===== src/rtl/lsu_align_pkg.sv =====
package lsu_align_pkg;

  localparam int OP_W = 6;

  typedef enum logic [1:0] {
    SZ_BYTE = 2'd0,
    SZ_HALF = 2'd1,
    SZ_WORD = 2'd2
  } acc_size_e;

  typedef struct packed {
    logic      is_load;
    logic      is_store;
    acc_size_e size;
    logic      sext;
  } acc_dec_t;

  localparam logic [OP_W-1:0] OPC_LDB  = 6'h20;
  localparam logic [OP_W-1:0] OPC_LDH  = 6'h21;
  localparam logic [OP_W-1:0] OPC_LDW  = 6'h23;
  localparam logic [OP_W-1:0] OPC_LDBU = 6'h24;
  localparam logic [OP_W-1:0] OPC_LDHU = 6'h25;
  localparam logic [OP_W-1:0] OPC_STB  = 6'h28;
  localparam logic [OP_W-1:0] OPC_STH  = 6'h29;
  localparam logic [OP_W-1:0] OPC_STW  = 6'h2B;

  function automatic acc_dec_t decode_op(input logic [OP_W-1:0] op);
    acc_dec_t d;
    d = '{is_load: 1'b0, is_store: 1'b0, size: SZ_BYTE, sext: 1'b0};
    case (op)
      OPC_LDB:  d = '{1'b1, 1'b0, SZ_BYTE, 1'b1};
      OPC_LDH:  d = '{1'b1, 1'b0, SZ_HALF, 1'b1};
      OPC_LDW:  d = '{1'b1, 1'b0, SZ_WORD, 1'b0};
      OPC_LDBU: d = '{1'b1, 1'b0, SZ_BYTE, 1'b0};
      OPC_LDHU: d = '{1'b1, 1'b0, SZ_HALF, 1'b0};
      OPC_STB:  d = '{1'b0, 1'b1, SZ_BYTE, 1'b0};
      OPC_STH:  d = '{1'b0, 1'b1, SZ_HALF, 1'b0};
      OPC_STW:  d = '{1'b0, 1'b1, SZ_WORD, 1'b0};
      default:  ;
    endcase
    return d;
  endfunction

endpackage


===== src/rtl/lsu_agen.sv =====
module lsu_agen
  import lsu_align_pkg::*;
#(
  parameter int DATA_W = 32,
  parameter int DISP_W = 16
) (
  input  logic [OP_W-1:0]   op,
  input  logic [DATA_W-1:0] base,
  input  logic [DISP_W-1:0] disp,
  output logic [DATA_W-1:0] ea,
  output acc_dec_t          dec,
  output logic              mis
);
  localparam int LANES     = DATA_W / 8;
  localparam int LANE_BITS = $clog2(LANES);

  logic [DATA_W-1:0] disp_ext;

  assign disp_ext = {{(DATA_W-DISP_W){disp[DISP_W-1]}}, disp};
  assign ea       = base + disp_ext;
  assign dec      = decode_op(op);

  // Alignment rule: halfword needs bit 0 clear, word needs all lane bits clear.
  always_comb begin
    mis = 1'b0;
    if (dec.is_load || dec.is_store) begin
      case (dec.size)
        SZ_HALF: mis = ea[0];
        SZ_WORD: mis = |ea[LANE_BITS-1:0];
        default: mis = 1'b0;
      endcase
    end
  end
endmodule


===== src/rtl/lsu_store_lane.sv =====
module lsu_store_lane
  import lsu_align_pkg::*;
#(
  parameter int DATA_W = 32
) (
  input  logic                         en,
  input  acc_size_e                    size,
  input  logic [$clog2(DATA_W/8)-1:0]  off,
  input  logic [DATA_W-1:0]            src,
  output logic [DATA_W/8-1:0]          we,
  output logic [DATA_W-1:0]            lane_data
);
  localparam int LANES     = DATA_W / 8;
  localparam int LANE_BITS = $clog2(LANES);

  logic [LANE_BITS:0]  nbytes;
  logic [DATA_W-1:0]   masked;
  logic [LANES-1:0]    hit;

  always_comb begin
    case (size)
      SZ_BYTE: nbytes = (LANE_BITS+1)'(1);
      SZ_HALF: nbytes = (LANE_BITS+1)'(2);
      default: nbytes = (LANE_BITS+1)'(LANES);
    endcase
  end

  for (genvar i = 0; i < LANES; i++) begin : g_lane
    // keep only the low bytes covered by the access size
    assign masked[8*i +: 8] = ((LANE_BITS+1)'(i) < nbytes) ? src[8*i +: 8] : 8'h00;
    // lane i is written when it lies in [off, off+nbytes)
    assign hit[i] = (LANE_BITS'(i) >= off) &&
                    (((LANE_BITS+1)'(i)) < ({1'b0, off} + nbytes));
    assign we[i]  = en && hit[i];
  end

  assign lane_data = en ? (masked << {off, 3'b000}) : '0;
endmodule


===== src/rtl/lsu_load_extract.sv =====
module lsu_load_extract
  import lsu_align_pkg::*;
#(
  parameter int DATA_W = 32
) (
  input  logic [DATA_W-1:0]           rdata,
  input  logic [$clog2(DATA_W/8)-1:0] off,
  input  acc_size_e                   size,
  input  logic                        sext,
  output logic [DATA_W-1:0]           result
);
  logic [DATA_W-1:0] shifted;

  assign shifted = rdata >> {off, 3'b000};

  always_comb begin
    case (size)
      SZ_BYTE: result = {{(DATA_W-8){sext & shifted[7]}}, shifted[7:0]};
      SZ_HALF: result = {{(DATA_W-16){sext & shifted[15]}}, shifted[15:0]};
      default: result = shifted;
    endcase
  end
endmodule


===== src/rtl/lsu_align_unit.sv =====
module lsu_align_unit
  import lsu_align_pkg::*;
#(
  parameter int DATA_W = 32,
  parameter int DISP_W = 16
) (
  input  logic                clk,
  input  logic                rst_n,
  input  logic                req_valid,
  output logic                req_ready,
  input  logic [OP_W-1:0]     req_op,
  input  logic [DATA_W-1:0]   req_base,
  input  logic [DISP_W-1:0]   req_disp,
  input  logic [DATA_W-1:0]   req_wdata,
  output logic [DATA_W-1:0]   mem_addr,
  output logic                mem_re,
  output logic [DATA_W/8-1:0] mem_we,
  output logic [DATA_W-1:0]   mem_wdata,
  input  logic [DATA_W-1:0]   mem_rdata,
  output logic                misalign,
  output logic                ld_valid,
  input  logic                ld_ready,
  output logic [DATA_W-1:0]   ld_data
);
  localparam int LANE_BITS = $clog2(DATA_W/8);

  acc_dec_t            dec;
  logic                mis_raw;
  logic                take;
  logic                issue;
  logic                pend_q;
  logic [LANE_BITS-1:0] pend_off_q;
  acc_size_e           pend_size_q;
  logic                pend_sext_q;
  logic                res_valid_q;
  logic [DATA_W-1:0]   res_data_q;
  logic [DATA_W-1:0]   extracted;

  lsu_agen #(.DATA_W(DATA_W), .DISP_W(DISP_W)) u_agen (
    .op   (req_op),
    .base (req_base),
    .disp (req_disp),
    .ea   (mem_addr),
    .dec  (dec),
    .mis  (mis_raw)
  );

  assign req_ready = !pend_q && !(res_valid_q && !ld_ready);
  assign take      = req_valid && req_ready;
  assign issue     = take && !mis_raw;
  assign misalign  = take && mis_raw;
  assign mem_re    = issue && dec.is_load;

  lsu_store_lane #(.DATA_W(DATA_W)) u_store (
    .en        (issue && dec.is_store),
    .size      (dec.size),
    .off       (mem_addr[LANE_BITS-1:0]),
    .src       (req_wdata),
    .we        (mem_we),
    .lane_data (mem_wdata)
  );

  lsu_load_extract #(.DATA_W(DATA_W)) u_load (
    .rdata  (mem_rdata),
    .off    (pend_off_q),
    .size   (pend_size_q),
    .sext   (pend_sext_q),
    .result (extracted)
  );

  always_ff @(posedge clk) begin
    if (!rst_n) begin
      pend_q      <= 1'b0;
      pend_off_q  <= '0;
      pend_size_q <= SZ_BYTE;
      pend_sext_q <= 1'b0;
    end else begin
      pend_q <= mem_re;
      if (mem_re) begin
        pend_off_q  <= mem_addr[LANE_BITS-1:0];
        pend_size_q <= dec.size;
        pend_sext_q <= dec.sext;
      end
    end
  end

  always_ff @(posedge clk) begin
    if (!rst_n) begin
      res_valid_q <= 1'b0;
      res_data_q  <= '0;
    end else if (pend_q) begin
      res_valid_q <= 1'b1;
      res_data_q  <= extracted;
    end else if (ld_ready) begin
      res_valid_q <= 1'b0;
    end
  end

  assign ld_valid = res_valid_q;
  assign ld_data  = res_data_q;
endmodule


===== config.mk =====
export PLATFORM = sky130hd
export DESIGN_NAME = lsu_align_unit
export DESIGN_NICKNAME = d
export VERILOG_FILES = /design/src/rtl/lsu_align_pkg.sv /design/src/rtl/lsu_agen.sv /design/src/rtl/lsu_store_lane.sv /design/src/rtl/lsu_load_extract.sv /design/src/rtl/lsu_align_unit.sv
export SDC_FILE = /design/constraint.sdc
export NUM_CORES = 1
export LEC_CHECK = 0
export BUFFER_PORTS_ARGS = -buffer_cell sky130_fd_sc_hd__buf_2
export CAP_MARGIN = 40
export CORE_AREA = 2 2 140 87
export DETAILED_ROUTE_END_ITERATION = 10
export DIE_AREA = 0 0 142 89
export PLACE_DENSITY = 0.71
export SYNTH_ARGS = -nofsm -noshare
export SYNTH_HDL_FRONTEND = slang
export SYNTH_SLANG_ARGS = --single-unit

===== constraint.sdc =====
create_clock -name clk -period 4.9 [get_ports clk]
set_input_delay 0.245 -clock clk [delete_from_list [all_inputs] [get_ports clk]]
set_output_delay 0.245 -clock clk [all_outputs]
set_load 0.1 [all_outputs]

==> Word level (Yosys, flattened, before mapping) <==
Cells that the tools add are included.
{ "word_totals": {"word_cells": 71, "ff_bits": 39, "input_bits": 122, "out_inout_bits": 104} }
{ "op_classes": {"n_lt_le_gt_ge": 12, "n_reduce_logical": 24, "shift": 2, "bitwise": 2, "add_sub_neg": 2, "muxes": 12, "n_eq_ne": 11} }
{ "op_table": {"columns": ["op", "n"], "rows": [
  ["$pmux W32 S2", 1],
  ["$eq A6 B6 Y1 const B", 8],
  ["$pmux W5 S8", 1],
  ["$add A32 B32 Y32", 1],
  ["$mux W32", 1],
  ["$mux W8", 4],
  ["$shl A32 B5 Y32", 1],
  ["$shr A32 B5 Y32", 1],
  ["$logic_and A1 B1 Y1", 15],
  ["$lt A1 B3 Y1 const A", 4],
  ["$lt A2 B3 Y1 const A", 4],
  ["$pmux W3 S2", 1],
  ["$eq A2 B1 Y1 const B", 2],
  ["$ge A1 B2 Y1 const A", 2],
  ["$ge A2 B2 Y1 const A", 2],
  ["$logic_not A1 Y1", 4],
  ["$logic_not A2 Y1", 2],
  ["$add A2 B3 Y3", 1],
  ["$mux W1", 3],
  ["$and A1 B1 Y1", 2],
  ["$eq A2 B2 Y1 const B", 1],
  ["$pmux W1 S2", 1],
  ["$reduce_bool A2 Y1", 1],
  ["$reduce_or A2 Y1", 1],
  ["$logic_or A1 B1 Y1", 1]
]} }

==> Logic depth before layout (Yosys ltp) <==
Gate-level depths: netlist of run 1.
{ "logic_depth": {"ltp_word": 9, "ltp_mapped": 13, "ltp_nobuf": 12} }

==> Hierarchy <==
From an unflattened synthesis of run 1, not the netlist that was laid out.
{ "unflattened": {"cells_unflattened": 627, "area_unflattened_um2": 4977.3} }
{ "by_module_without_submodules": {"columns": ["module", "cells_per_inst", "seq_area_each_um2", "instances", "area_each_um2"], "rows": [
  ["lsu_agen", 275, 0.0, 1, 1924.3],
  ["lsu_align_unit", 135, 780.7, 1, 1497.7],
  ["lsu_load_extract", 106, 0.0, 1, 808.3],
  ["lsu_store_lane", 111, 0.0, 1, 747.0]
]} }

==> Worst setup path after synthesis of run 1 <==
OpenSTA, ideal clock, no wires.
{ "synth_path": {"kind": "input to output", "from": "input req_base[0]", "to": "output mem_wdata[30]", "t_required_ns": 4.655, "n_path_buf": 3, "path_stages": 9, "arrival_ns": 4.945, "slack_ns": -0.290, "cell_sequence": "ha_1 -> inv_1 -> fa_1 -> buf_2 -> inv_1 -> clkbuf_1 -> clkbuf_1 -> a221oi_1 -> a211oi_1"} }
{ "synth_via": {"elab_chain_cells": 8, "word_cells_on_any_way": 9, "classes_between": "add/sub (1); shift (1); mux (3); reduce/logical (4)"} }
{ "synth_rtl": {"columns": ["item", "line_no", "rtl"], "rows": [
  ["from (decl)", "lsu_align_unit.sv:12", "input logic [DATA_W-1:0] req_base,"],
  ["$add A32 B32 Y32 (*)", "lsu_agen.sv:20", "assign ea = base + disp_ext;"],
  ["net mem_addr[1]", "lsu_align_unit.sv:15", "output logic [DATA_W-1:0] mem_addr,"],
  ["$reduce_or A2 Y1", "lsu_agen.sv:29", "SZ_WORD: mis = |ea[LANE_BITS-1:0];"],
  ["$pmux W1 S2", "lsu_agen.sv:27", "case (dec.size)"],
  ["$mux W1", "lsu_agen.sv:26", "if (dec.is_load || dec.is_store) begin"],
  ["$logic_not A1 Y1", "lsu_align_unit.sv:50", "assign issue = take && !mis_raw;"],
  ["$logic_and A1 B1 Y1", "lsu_align_unit.sv:50", null],
  ["$logic_and A1 B1 Y1", "lsu_align_unit.sv:55", ".en (issue && dec.is_store),"],
  ["$mux W32 (*)", "lsu_store_lane.sv:37", "assign lane_data = en ? (masked << {off, 3'b000}) : '0;"],
  ["to (decl)", "lsu_align_unit.sv:18", "output logic [DATA_W-1:0] mem_wdata,"]
]} }
Mark *: on every way through the listed nets, which the timed path passes. The rest lies on a longest branch.

==> Worst setup path in the final report of run 1 <==
{ "layout_path": {"from": "input req_base[0]", "to": "output mem_wdata[1]"} }
{ "layout_via": {"elab_chain_cells": 8, "word_cells_on_any_way": 9, "classes_between": "add/sub (1); shift (1); mux (3); reduce/logical (4)"} }
{ "layout_rtl": {"columns": ["item", "line_no"], "rows": [
  ["$add A32 B32 Y32 (*)", "lsu_agen.sv:20"],
  ["$reduce_or A2 Y1", "lsu_agen.sv:29"],
  ["$pmux W1 S2", "lsu_agen.sv:27"],
  ["$mux W1", "lsu_agen.sv:26"],
  ["$logic_not A1 Y1", "lsu_align_unit.sv:50"],
  ["$logic_and A1 B1 Y1", "lsu_align_unit.sv:50"],
  ["$logic_and A1 B1 Y1", "lsu_align_unit.sv:55"],
  ["$mux W32 (*)", "lsu_store_lane.sv:37"]
]} }
Every way passes the cells marked *; elsewhere a longest branch is shown, timed or not.

==> key figures, run 1 <==
Critical path
  – R2R cell count: 8
  – R2R Setup Slk: 2.39 ns
  – Setup CP Type: input port to output pin
  – Crit-path max FO: 17
  – Worst path most repeated cell: buf_2
  – Reg2reg end: ld_data[23]
  – Slowest-stage cell, CP: or2_1
  – CP required: 4.66 ns
  – Cell count along the critical path: 13
  – Setup crit end: mem_wdata[1]
  – CP Cell Sequence: buf_2 > ha_1 > inv_1 > fa_1 > buf_4 > nor2b_1 > o2bb2ai_1 > o211ai_2 > nand4b_2 > or2_1 > nor2_4 > and2_1 > buf_2
  – Worst EP arrival: 3.57 ns
  – Worst Setup End Kind: output pin
  – Worst Path Buf+Inv: 4
  – Startpoint types: input port
  – Worst Setup SP: req_base[0]
  – Reg2Reg Launch Point: pend_off_q[0]
  – Slowest cell delay on critical path: 0.54 ns
  – Critical path's top delay family: simple AND/OR/NAND/NOR gates

Global route
  – First-pass GRT wire length: 22.21 mm
  – Tot GR Track Use: 21.44%
  – GRT overflow: 0
  – Number of global-route vias before repair: 4421
  – Pin count of the biggest net entering global routing: 45
  – Initial antenna violation count: 0

Clock network
  – Cts hold-fix bufs: 0
  – Htree depth: 2
  – CTS tree: done
  – Maximum buffer depth of the clock tree: 2
  – Post-CTS setup buffer count: 0
  – CTS resizes: 0
  – Num CTS Buffers: 5
  – CTS Root Cell: clkbuf_16
  – Clk pin slew, worst setup/hold paths: 0.06 ns
  – CTS sink cnt: 39
  – Skew-Pair Late Insertion Delay: 0.28 ns

Floorplan
  – Die Y: 89 um
  – Core area: 11220 sq um
  – Ports: 226
  – Row Count: 30
  – Die area: 12640 sq um
  – Initial Utilization: 39.78%
  – Die X: 142 um

Logic synthesis
  – Yosys warning count: 0
  – Syn Inst Count: 611
  – Synth Flop Type: dfxtp_1
  – Cell area after technology mapping: 4464 sq um
  – Post-synthesis sequential area ratio: 17.49%
  – Avg Inst Size Synth: 7.307 sq um
  – Yosys reg bits: 39
  – Post-synth EDFFs: 0
  – Syn nets: 771
  – Ys async rst share: 0%
  – Yosys cell types: 66

Power
  – Comb power frac: 58.5%
  – Sw power: 876.6 uW
  – Maximum vdd ir drop: 266.7 uV
  – Leak pwr: 0.002811 uW
  – Power Density: 285.1 nW/um^2
  – Clock network power share: 22.0%
  – Internal power: 783.8 uW
  – Switching Share: 52.80%
  – Flop pwr share: 19.5%

Drt
  – Via count: 5144
  – DRC: 0
  – Vias/cell: 5.398
  – First-pass iteration count of the detailed router: 5
  – Post-detailed-route count of antenna-violating nets: 0
  – Detailed Route Iter0 Violations: 306
  – Post-Route WL: 14.37 mm
  – Wire per inst: 15.08 um

Finish
  – Layout cells sized above 1: 32.88%
  – Register area: 780.7 sq um
  – Area delta synth->final: 30.47%
  – Multi-input gate area: 3467 sq um
  – Final cell count without fillers: 953
  – Layout fillers: 1111
  – Commonest non-fill, non-tap cell in the layout: buf_2
  – Nets: 968
  – Antenna diodes: 0
  – Commonest non-fill, non-tap cells in the layout: buf_2 (225), nor2_1 (75), a21oi_1 (65)

Timing
  – RSZ-0062 raised after global routing: no
  – Crit path time final: 3.820 ns
  – Fin. max-slew vios: 0
  – Period utilisation layout: 77.95%
  – Fmax: 261.8 MHz
  – Actual slew at the worst max-slew pin: 0.7750 ns
  – Setup TNS: 0 ns
  – Max_slew headroom: 48.26%
  – Final Hold Viols: 0
  – Worst Skew: 0.003117 ns
  – Final setup fails: 0

Placement
  – DP Cell Count: 945
  – # port buffers: 225
  – GP Congestion: 0.8818
  – HPWL after DPL: 11.79 mm

Worst hold path
  – HP Class: input port to flop

Job
  – Max Cap Violations: 0

Outcome
  – Status: finished, final reports clean
synthesized netlist by cell type (3+ instances only):
master	count	area (sq um)
nor2b_1	22	137.6
buf_2	14	70.07
o21ai_1	7	35.03
nor2_1	75	281.5
nor3_1	4	20.02
o21a_1	4	30.03
inv_1	19	71.32
a21o_1	10	75.07
a22oi_1	3	22.52
o21ai_0	56	280.3
and2_1	10	62.56
a21oi_1	65	325.3
buf_1	3	11.26
nor3b_1	5	37.54
nand2_1	50	187.7
a31oi_1	11	68.82
xor2_1	10	87.58
mux2i_1	29	290.3
o21bai_1	5	37.54
xnor2_1	21	183.9
a211oi_1	15	112.6
dfxtp_1	39	780.8
ha_1	36	450.4
mux2_2	8	90.09
a221oi_1	8	70.07
nand3_1	6	30.03
nand2b_1	6	37.54
or2_2	3	18.77
clkbuf_1	21	78.83
layout make-up:
type                       instances  area share [%]
multi-input combinational        514           59.53
timing repair buffer             229           19.85
sequential                        39           13.40
tap                              144           3.093
clock buffer                       5           2.148
inverter                          19           1.224
clock inverter                     3          0.7519
registers in the layout (all words and copies together) (netlist names):
signal / cells
pend_size_q: 2
ld_valid: 1
ld_data: 32
pend_q: 1
pend_off_q: 2
pend_sext_q: 1
worst min path at each step:
stage | end | slack (ns) | depth (start not counted) | from
6_report | ld_data[30] | 0.26 | 3 | mem_rdata[30]
5_1_grt | ld_data[30] | 0.27 | 3 | mem_rdata[30]
4_1_cts | ld_data[31] | 0.24 | 3 | mem_rdata[31]
3_5_place_dp | ld_data[1] | 0.48 | 2 | ld_data[1]
3_3_place_gp | ld_data[0] | 0.47 | 2 | ld_data[0]
2_1_floorplan | ld_data[10] | 0.38 | 2 | rst_n
metrics by stage:
stage	setup WS [ns]	area [sq um]	total power, uW	util (%)	hold WS, ns
floorplan	0.1859	4487	1109	-	0.3834
finish	1.080	5824	1660	51.90	0.2597
detailed placement	1.113	5655	1295	50.39	0.4768
CTS	1.082	5824	1662	51.90	0.2449
global placement	1.180	5655	1297	50.39	0.4702
global route	0.8049	5824	1733	51.90	0.2704
worst register-to-register path, cell delays in order (launching register included):
cell and delay, ns:
dfxtp_1 0.33, buf_4 0.34, mux2_2 0.40, nand2_1 0.07
o21ai_1 0.14, a31oi_4 0.35, nand2_1 0.40, a21oi_1 0.30
nor2_1 0.07
power by group through the flow:
stage	clock network, uW	registers, uW	logic (uW)
global placement	0	331	966
global route	387	325	1020
detailed placement	0	331	964
floorplan	0	358	752
finish	365	324	971
CTS	370	324	968
kinds of logic (layout without fill, tap and decap cells):
family | after synthesis | count (layout) | synth area share, %
AOI/OAI and AO/OA | 209 | 209 | 29.74
and+or+nand+nor | 198 | 198 | 21.50
buffers and inverters | 58 | 256 | 5.353
DFF | 39 | 39 | 17.49
adders and majority gates | 38 | 38 | 10.99
muxes | 38 | 38 | 8.857
xor gates and xnor gates | 31 | 31 | 6.082
layer usage:
layer | wire [um] | global-route usage (%)
met3 | 974 | 4.285
met4 | 123 | 2.909
met2 | 5866 | 31.23
met5 | 0 | 0
met1 | 7403 | 32.98
Power figures use the tool's default switching activity.
==> run 2: changes to the inputs <==
--- a/config.mk
+++ b/config.mk
@@ -10,7 +10,7 @@
 export CORE_AREA = 2 2 140 87
 export DETAILED_ROUTE_END_ITERATION = 10
 export DIE_AREA = 0 0 142 89
-export PLACE_DENSITY = 0.71
+export PLACE_DENSITY = 0.74
 export SYNTH_ARGS = -nofsm -noshare
 export SYNTH_HDL_FRONTEND = slang
 export SYNTH_SLANG_ARGS = --single-unit
==> constraint.sdc (replaced) <==
create_clock -name clk -period 3.46 [get_ports clk]
set_input_delay 0.173 -clock clk [delete_from_list [all_inputs] [get_ports clk]]
set_output_delay 0.173 -clock clk [all_outputs]
set_load 0.1 [all_outputs]
==> key figures, run 2 (synthesis gave the netlist of run 1 again) <==
Clock network
  – Htree depth: 2 (unchanged)
  – Post-CTS setup buffer count: 0 (unchanged)
  – CTS Root Cell: clkbuf_16 (unchanged)
  – Clk pin slew, worst setup/hold paths: 0.06 ns (about the same)
  – Skew-Pair Late Insertion Delay: 0.28 ns (about the same)
  – CTS tree: done (unchanged)
  – Maximum buffer depth of the clock tree: 2 (unchanged)
  – CTS resizes: 0 (unchanged)
  – Cts hold-fix bufs: 0 (unchanged)
  – Num CTS Buffers: 5 (unchanged)
  – CTS sink cnt: 39 (unchanged)

Global route
  – Number of global-route vias before repair: 4707 (was 4421)
  – Tot GR Track Use: 23.71% (was 21.44%)
  – Initial antenna violation count: 0 (unchanged)
  – Pin count of the biggest net entering global routing: 34 (was 45)
  – GRT overflow: 0 (unchanged)
  – First-pass GRT wire length: 24.18 mm (was 22.21 mm)

Finish
  – Commonest non-fill, non-tap cells in the layout: buf_2 (188), nor2_1 (67), a21oi_1 (63) (was buf_2 (225), nor2_1 (75), a21oi_1 (65))
  – Post-route cell area: 6595 sq um (was 5824 sq um)
  – Antenna diodes: 0 (unchanged)
  – Max FFs per register: 32 (unchanged)
  – Nets: 975 (was 968)
  – Layout cells sized above 1: 37.38% (was 32.88%)
  – Area delta synth->final: 47.73% (was 30.47%)
  – Commonest non-fill, non-tap cell in the layout: buf_2 (unchanged)

Placement
  – HPWL after DPL: 12.96 mm (was 11.79 mm)
  – # port buffers: 225 (unchanged)
  – Placed Area: 6421 sq um (was 5655 sq um)
  – GP Congestion: 0.9150 (was 0.8818)

Power
  – Leak pwr: 0.002970 uW (was 0.002811 uW)
  – Maximum vdd ir drop: 275.1 uV (was 266.7 uV)
  – Tot Pwr: 2415 uW (was 1660 uW)
  – Power Density: 366.2 nW/um^2 (was 285.1 nW/um^2)

Timing
  – Crit path time final: 3.131 ns
  – Period utilisation layout: 90.48%
  – Fmax: 319.4 MHz
  – Actual slew at the worst max-slew pin: 0.7419 ns (was 0.7750 ns)
  – Fin. max-slew vios: 0 (unchanged)
  – Setup TNS: 0 ns (unchanged)
  – Max_slew headroom: 50.48% (was 48.26%)
  – Final Hold Viols: 0 (unchanged)
  – Worst Skew: 0.003850 ns (was 0.003117 ns)
  – Final setup fails: 0 (unchanged)
  – RSZ-0062 raised after global routing: no (unchanged)

Floorplan
  – Die X: 142 um (unchanged)
  – Core area: 11220 sq um (unchanged)
  – Initial Utilization: 39.78% (unchanged)
  – Die area: 12640 sq um (unchanged)
  – Die Y: 89 um (unchanged)
  – Row Count: 30 (unchanged)
  – Ports: 226 (unchanged)

Drt
  – Post-Route WL: 15.69 mm (was 14.37 mm)
  – Wire per inst: 16.34 um (was 15.08 um)
  – Vias/cell: 5.581 (was 5.398)
  – First-pass iteration count of the detailed router: 5 (unchanged)
  – Detailed Route Iter0 Violations: 387 (was 306)
  – DRC: 0 (unchanged)
  – Via count: 5358 (was 5144)
  – Post-detailed-route count of antenna-violating nets: 0 (unchanged)

Critical path
  – Crit-path max FO: 9 (was 17)
  – CP Cell Sequence: buf_2 > nand2b_1 > nor2_1 > nand3_1 > ha_1 > or4b_1 > o211ai_2 > nand4b_2 > or2_1 > nor2_4 > and2_2 > buf_12 (was buf_2 > ha_1 > inv_1 > fa_1 > buf_4 > nor2b_1 > o2bb2ai_1 > o211ai_2 > nand4b_2 > or2_1 > nor2_4 > and2_1 > buf_2)
  – CP required: 3.29 ns (was 4.66 ns)
  – Startpoint types: input port (unchanged)
  – R2R Setup Slk: 0.85 ns (was 2.39 ns)
  – Worst Setup End Kind: output pin (unchanged)
  – Setup CP Type: input port to output pin (unchanged)
  – Worst EP arrival: 2.96 ns (was 3.57 ns)
  – Reg2Reg Launch Point: pend_off_q[1] (was pend_off_q[0])
  – Slowest cell delay on critical path: 0.57 ns (was 0.54 ns)
  – Worst Setup SP: req_op[4] (was req_base[0])
  – Slowest-stage cell, CP: or4b_1 (was or2_1)

Worst hold path
  – Worst hold start: mem_rdata[29] (was mem_rdata[30])
  – HP Class: input port to flop (unchanged)

Job
  – Max Cap Violations: 0 (unchanged)

Outcome
  – Status: finished, final reports clean (unchanged)
==> run 2: cell types whose count changed in the layout (fill, tap and decap cells not counted), moves of 2 or more <==
cell      previous run  this run
buf_2              225       188
nor2_2               0         8
nor2_1              75        67
a21oi_1             65        63
a211oi_1            12         2
and2_1              10         2
and2_4               0         7
buf_12               0        37
a21oi_2              0         2
buf_4                4        11
xnor2_1             21        18
a211oi_4             0         5
xnor2_2              0         3
a211oi_2             4         9
==> run 2: metrics by stage <==
stage | utilization [%] | setup slack, ns | hold slack [ns] | std cells
after detailed placement | 57.21 | 0.3701 | 0.4621 | 952
after global routing | 58.76 | 0.2246 | 0.1770 | 960
after floorplan | - | -0.2402 | 0.3114 | 611
after CTS | 58.76 | 0.3592 | 0.1721 | 960
final | 58.76 | 0.3294 | 0.1782 | 960
after global placement | 57.21 | 0.4654 | 0.4571 | 952
==> run 2: worst paths after layout <==
kind                                endpoint  cells after the start
worst max-delay path            mem_wdata[0]                     12
worst max register to register   ld_data[24]                      7
worst min-delay path             ld_data[29]                      3
worst min register to register    ld_data[1]                      2
==> run 2: critical path, delay by kind of cell <==
kind,cells,cell delay [ns]
AND/OR/NAND/NOR,8,2.01
adder cells (fa/ha/maj),1,0.34
buffers and inverters,2,0.25
AO/OA/AOI/OAI,1,0.18
==> run 2: layout make-up <==
cell class | instances | area, sq um
fill | 1000 | 4628
multi-input combinational | 514 | 3623
timing repair buffer | 236 | 1764
sequential | 39 | 782.0
tap | 144 | 180.2
clock buffer | 6 | 138.9
inverter | 19 | 71.32
clock inverter | 2 | 35.03
==> run 2: power by group <==
group	internal, uW	total (uW)	switching (uW)	leakage [uW]
clock network	358	537	178	0.0000868
logic	337	1420	1080	0.00257
registers	455	460	4.36	0.000315
total	1150	2420	1260	0.00297
==> run 2: metal layers <==
metal | share of wire, % | vias up | GRT usage, % | wire [um]
li1 | - | 2599 | - | -
met2 | 43 | 266 | 36.63 | 6747
met3 | 8.5 | 19 | 3.964 | 1331
met5 | 0 | - | 0 | 0
met4 | 1.0 | 0 | 2.545 | 159
met1 | 47 | 2474 | 35.68 | 7450
==> run 3: changes to the inputs <==
--- a/config.mk
+++ b/config.mk
@@ -7,10 +7,12 @@
 export LEC_CHECK = 0
 export BUFFER_PORTS_ARGS = -buffer_cell sky130_fd_sc_hd__buf_2
 export CAP_MARGIN = 40
-export CORE_AREA = 2 2 140 87
+export CELL_PAD_IN_SITES_DETAIL_PLACEMENT = 1
+export CELL_PAD_IN_SITES_GLOBAL_PLACEMENT = 1
+export CORE_AREA = 2 2 164 102
 export DETAILED_ROUTE_END_ITERATION = 10
-export DIE_AREA = 0 0 142 89
-export PLACE_DENSITY = 0.74
+export DIE_AREA = 0 0 166 104
+export PLACE_DENSITY_LB_ADDON = 0.1
 export SYNTH_ARGS = -nofsm -noshare
 export SYNTH_HDL_FRONTEND = slang
 export SYNTH_SLANG_ARGS = --single-unit
==> key figures, run 3 (synthesis gave the netlist of run 1 again) <==
Power
  – Power Density: 361.5 nW/um^2 (was 366.2 nW/um^2)
  – Internal power: 1131 uW (was 1151 uW)
  – Sw power: 1281 uW (was 1264 uW)
  – Switching Share: 53.10% (was 52.35%)
  – Clock network power share: 21.7% (was 22.2%)
  – Maximum vdd ir drop: 335.8 uV (was 275.1 uV)
  – Comb power frac: 59.2% (was 58.8%)
  – Leak pwr: 0.002969 uW (was 0.002970 uW)
  – Flop pwr share: 19.0% (about the same)

Global route
  – Number of global-route vias before repair: 5367 (was 4707)
  – Initial antenna violation count: 1 (was 0)
  – GRT overflow: 0 (unchanged)
  – Tot GR Track Use: 19.63% (was 23.71%)
  – Pin count of the biggest net entering global routing: 45 (was 34)
  – First-pass GRT wire length: 28.38 mm (was 24.18 mm)

Placement
  – Placed Area: 6502 sq um (was 6421 sq um)
  – Dpl ws: 0.3757 ns (was 0.3701 ns)
  – GP Congestion: 0.8209 (was 0.9150)
  – # port buffers: 225 (unchanged)
  – HPWL after DPL: 14.45 mm (was 12.96 mm)
  – DP Cell Count: 1017 (was 952)

Critical path
  – Worst EP arrival: 2.93 ns (was 2.96 ns)
  – Setup CP Type: input port to output pin (unchanged)
  – Crit-path max FO: 9 (unchanged)
  – Worst Setup SP: req_op[4] (unchanged)
  – Reg2Reg Launch Point: pend_off_q[0] (was pend_off_q[1])
  – Startpoint types: input port (unchanged)
  – Worst Setup End Kind: output pin (unchanged)
  – CP required: 3.29 ns (about the same)

Job
  – Max Cap Violations: 0 (unchanged)

Finish
  – Commonest non-fill, non-tap cell in the layout: buf_2 (unchanged)
  – Antenna diodes: 0 (unchanged)
  – Final Core Density: 42.20% (was 58.76%)
  – Post-route cell area: 6671 sq um (was 6595 sq um)
  – Area delta synth->final: 49.44% (was 47.73%)
  – Max FFs per register: 32 (unchanged)
  – Nets: 975 (unchanged)
  – Layout cells sized above 1: 37.38% (unchanged)
  – Final cell count without fillers: 1025 (was 960)
  – Layout fillers: 1979 (was 1000)
  – Commonest non-fill, non-tap cells in the layout: buf_2 (188), nor2_1 (67), a21oi_1 (63) (unchanged)

Timing
  – Worst Skew: 0.004054 ns (was 0.003850 ns)
  – Final Hold Viols: 0 (unchanged)
  – Crit path time final: 3.100 ns (was 3.131 ns)
  – Hold_ws: 0.1902 ns (was 0.1782 ns)
  – Max_slew headroom: 59.03% (was 50.48%)
  – RSZ-0062 raised after global routing: no (unchanged)
  – Fmax: 322.6 MHz (was 319.4 MHz)
  – PnR worst setup slack: 0.3604 ns (was 0.3294 ns)
  – Final setup fails: 0 (unchanged)
  – Actual slew at the worst max-slew pin: 0.6133 ns (was 0.7419 ns)
  – Fin. max-slew vios: 0 (unchanged)
  – Period utilisation layout: 89.58% (was 90.48%)

Drt
  – DRC: 0 (unchanged)
  – Wire per inst: 16.90 um (was 16.34 um)
  – Detailed Route Iter0 Violations: 202 (was 387)
  – Post-Route WL: 17.33 mm (was 15.69 mm)
  – Post-detailed-route count of antenna-violating nets: 0 (unchanged)
  – First-pass iteration count of the detailed router: 4 (was 5)
  – Vias/cell: 5.025 (was 5.581)
  – Via count: 5151 (was 5358)

Clock network
  – Num CTS Buffers: 5 (unchanged)
  – Post-CTS setup buffer count: 0 (unchanged)
  – CTS Root Cell: clkbuf_16 (unchanged)
  – Cts hold-fix bufs: 0 (unchanged)
  – CTS resizes: 0 (unchanged)
  – Clk pin slew, worst setup/hold paths: 0.06 ns (about the same)
  – Skew-Pair Late Insertion Delay: 0.28 ns (about the same)
  – CTS tree: done (unchanged)
  – Htree depth: 2 (unchanged)
  – Maximum buffer depth of the clock tree: 2 (unchanged)
  – CTS sink cnt: 39 (unchanged)

Worst hold path
  – HP Class: input port to flop (unchanged)
  – Worst hold start: mem_rdata[31] (was mem_rdata[29])

Floorplan
  – Die area: 17260 sq um (was 12640 sq um)
  – Die Y: 104 um (was 89 um)
  – Initial Utilization: 28.24% (was 39.78%)
  – Row Count: 36 (was 30)
  – Core area: 15810 sq um (was 11220 sq um)
  – Ports: 226 (unchanged)
  – Die X: 166 um (was 142 um)

Outcome
  – Status: finished, final reports clean (unchanged)
==> run 3: area by class of cell <==
type	instances	area (sq um)	share of cell area [%]
flip-flops and latches	39	782.0	11.72
clock buffers	5	125.1	1.875
multi-input cells	514	3623	54.31
clock inverters	3	43.79	0.6564
well taps	209	261.5	3.920
repair buffers	236	1764	26.44
inverters	19	71.32	1.069
==> run 3: path summary, 6_finish.rpt <==
kind / to / slack, ns / depth (start not counted)
hold / removal: ld_data[31] / 0.19 / 3
hold reg to reg: ld_data[7] / 0.50 / 2
setup / recovery: mem_wdata[22] / 0.36 / 12
setup reg to reg: ld_data[17] / 0.96 / 7
==> run 3: power groups by stage <==
stage	Clock [uW]	Combinational (uW)	Sequential [uW]
6_report	524	1430	459
5_1_grt	565	1510	460
4_1_cts	541	1430	459
3_5_place_dp	0	1430	469
3_3_place_gp	0	1410	469
2_1_floorplan	0	1090	506
==> run 3: stage by stage <==
step                setup TNS [ns]  power, uW
global route                     0       2534
detailed placement               0       1895
global placement                 0       1883
finish                           0       2412
floorplan                  -0.4856       1599
CTS                              0       2432
==> run 3: routing by layer <==
metal / wire (um) / vias up / track usage, %
li1: - / 2596 / -
met1: 8882 / 2418 / 28.71
met2: 7673 / 129 / 31.71
met3: 677 / 6 / 2.169
met4: 78 / 2 / 2.609
met5: 16 / - / 0
==> run 3: worst max-delay path, cell delays in order <==
cell and delay, ns:
buf_2 0.09, nand2b_1 0.20, nor2_1 0.18, nand3_1 0.20
ha_1 0.41, inv_1 0.25, ha_1 0.38, nor2b_1 0.20
nor2b_1 0.18, a31oi_1 0.09, a211oi_4 0.34, buf_12 0.21
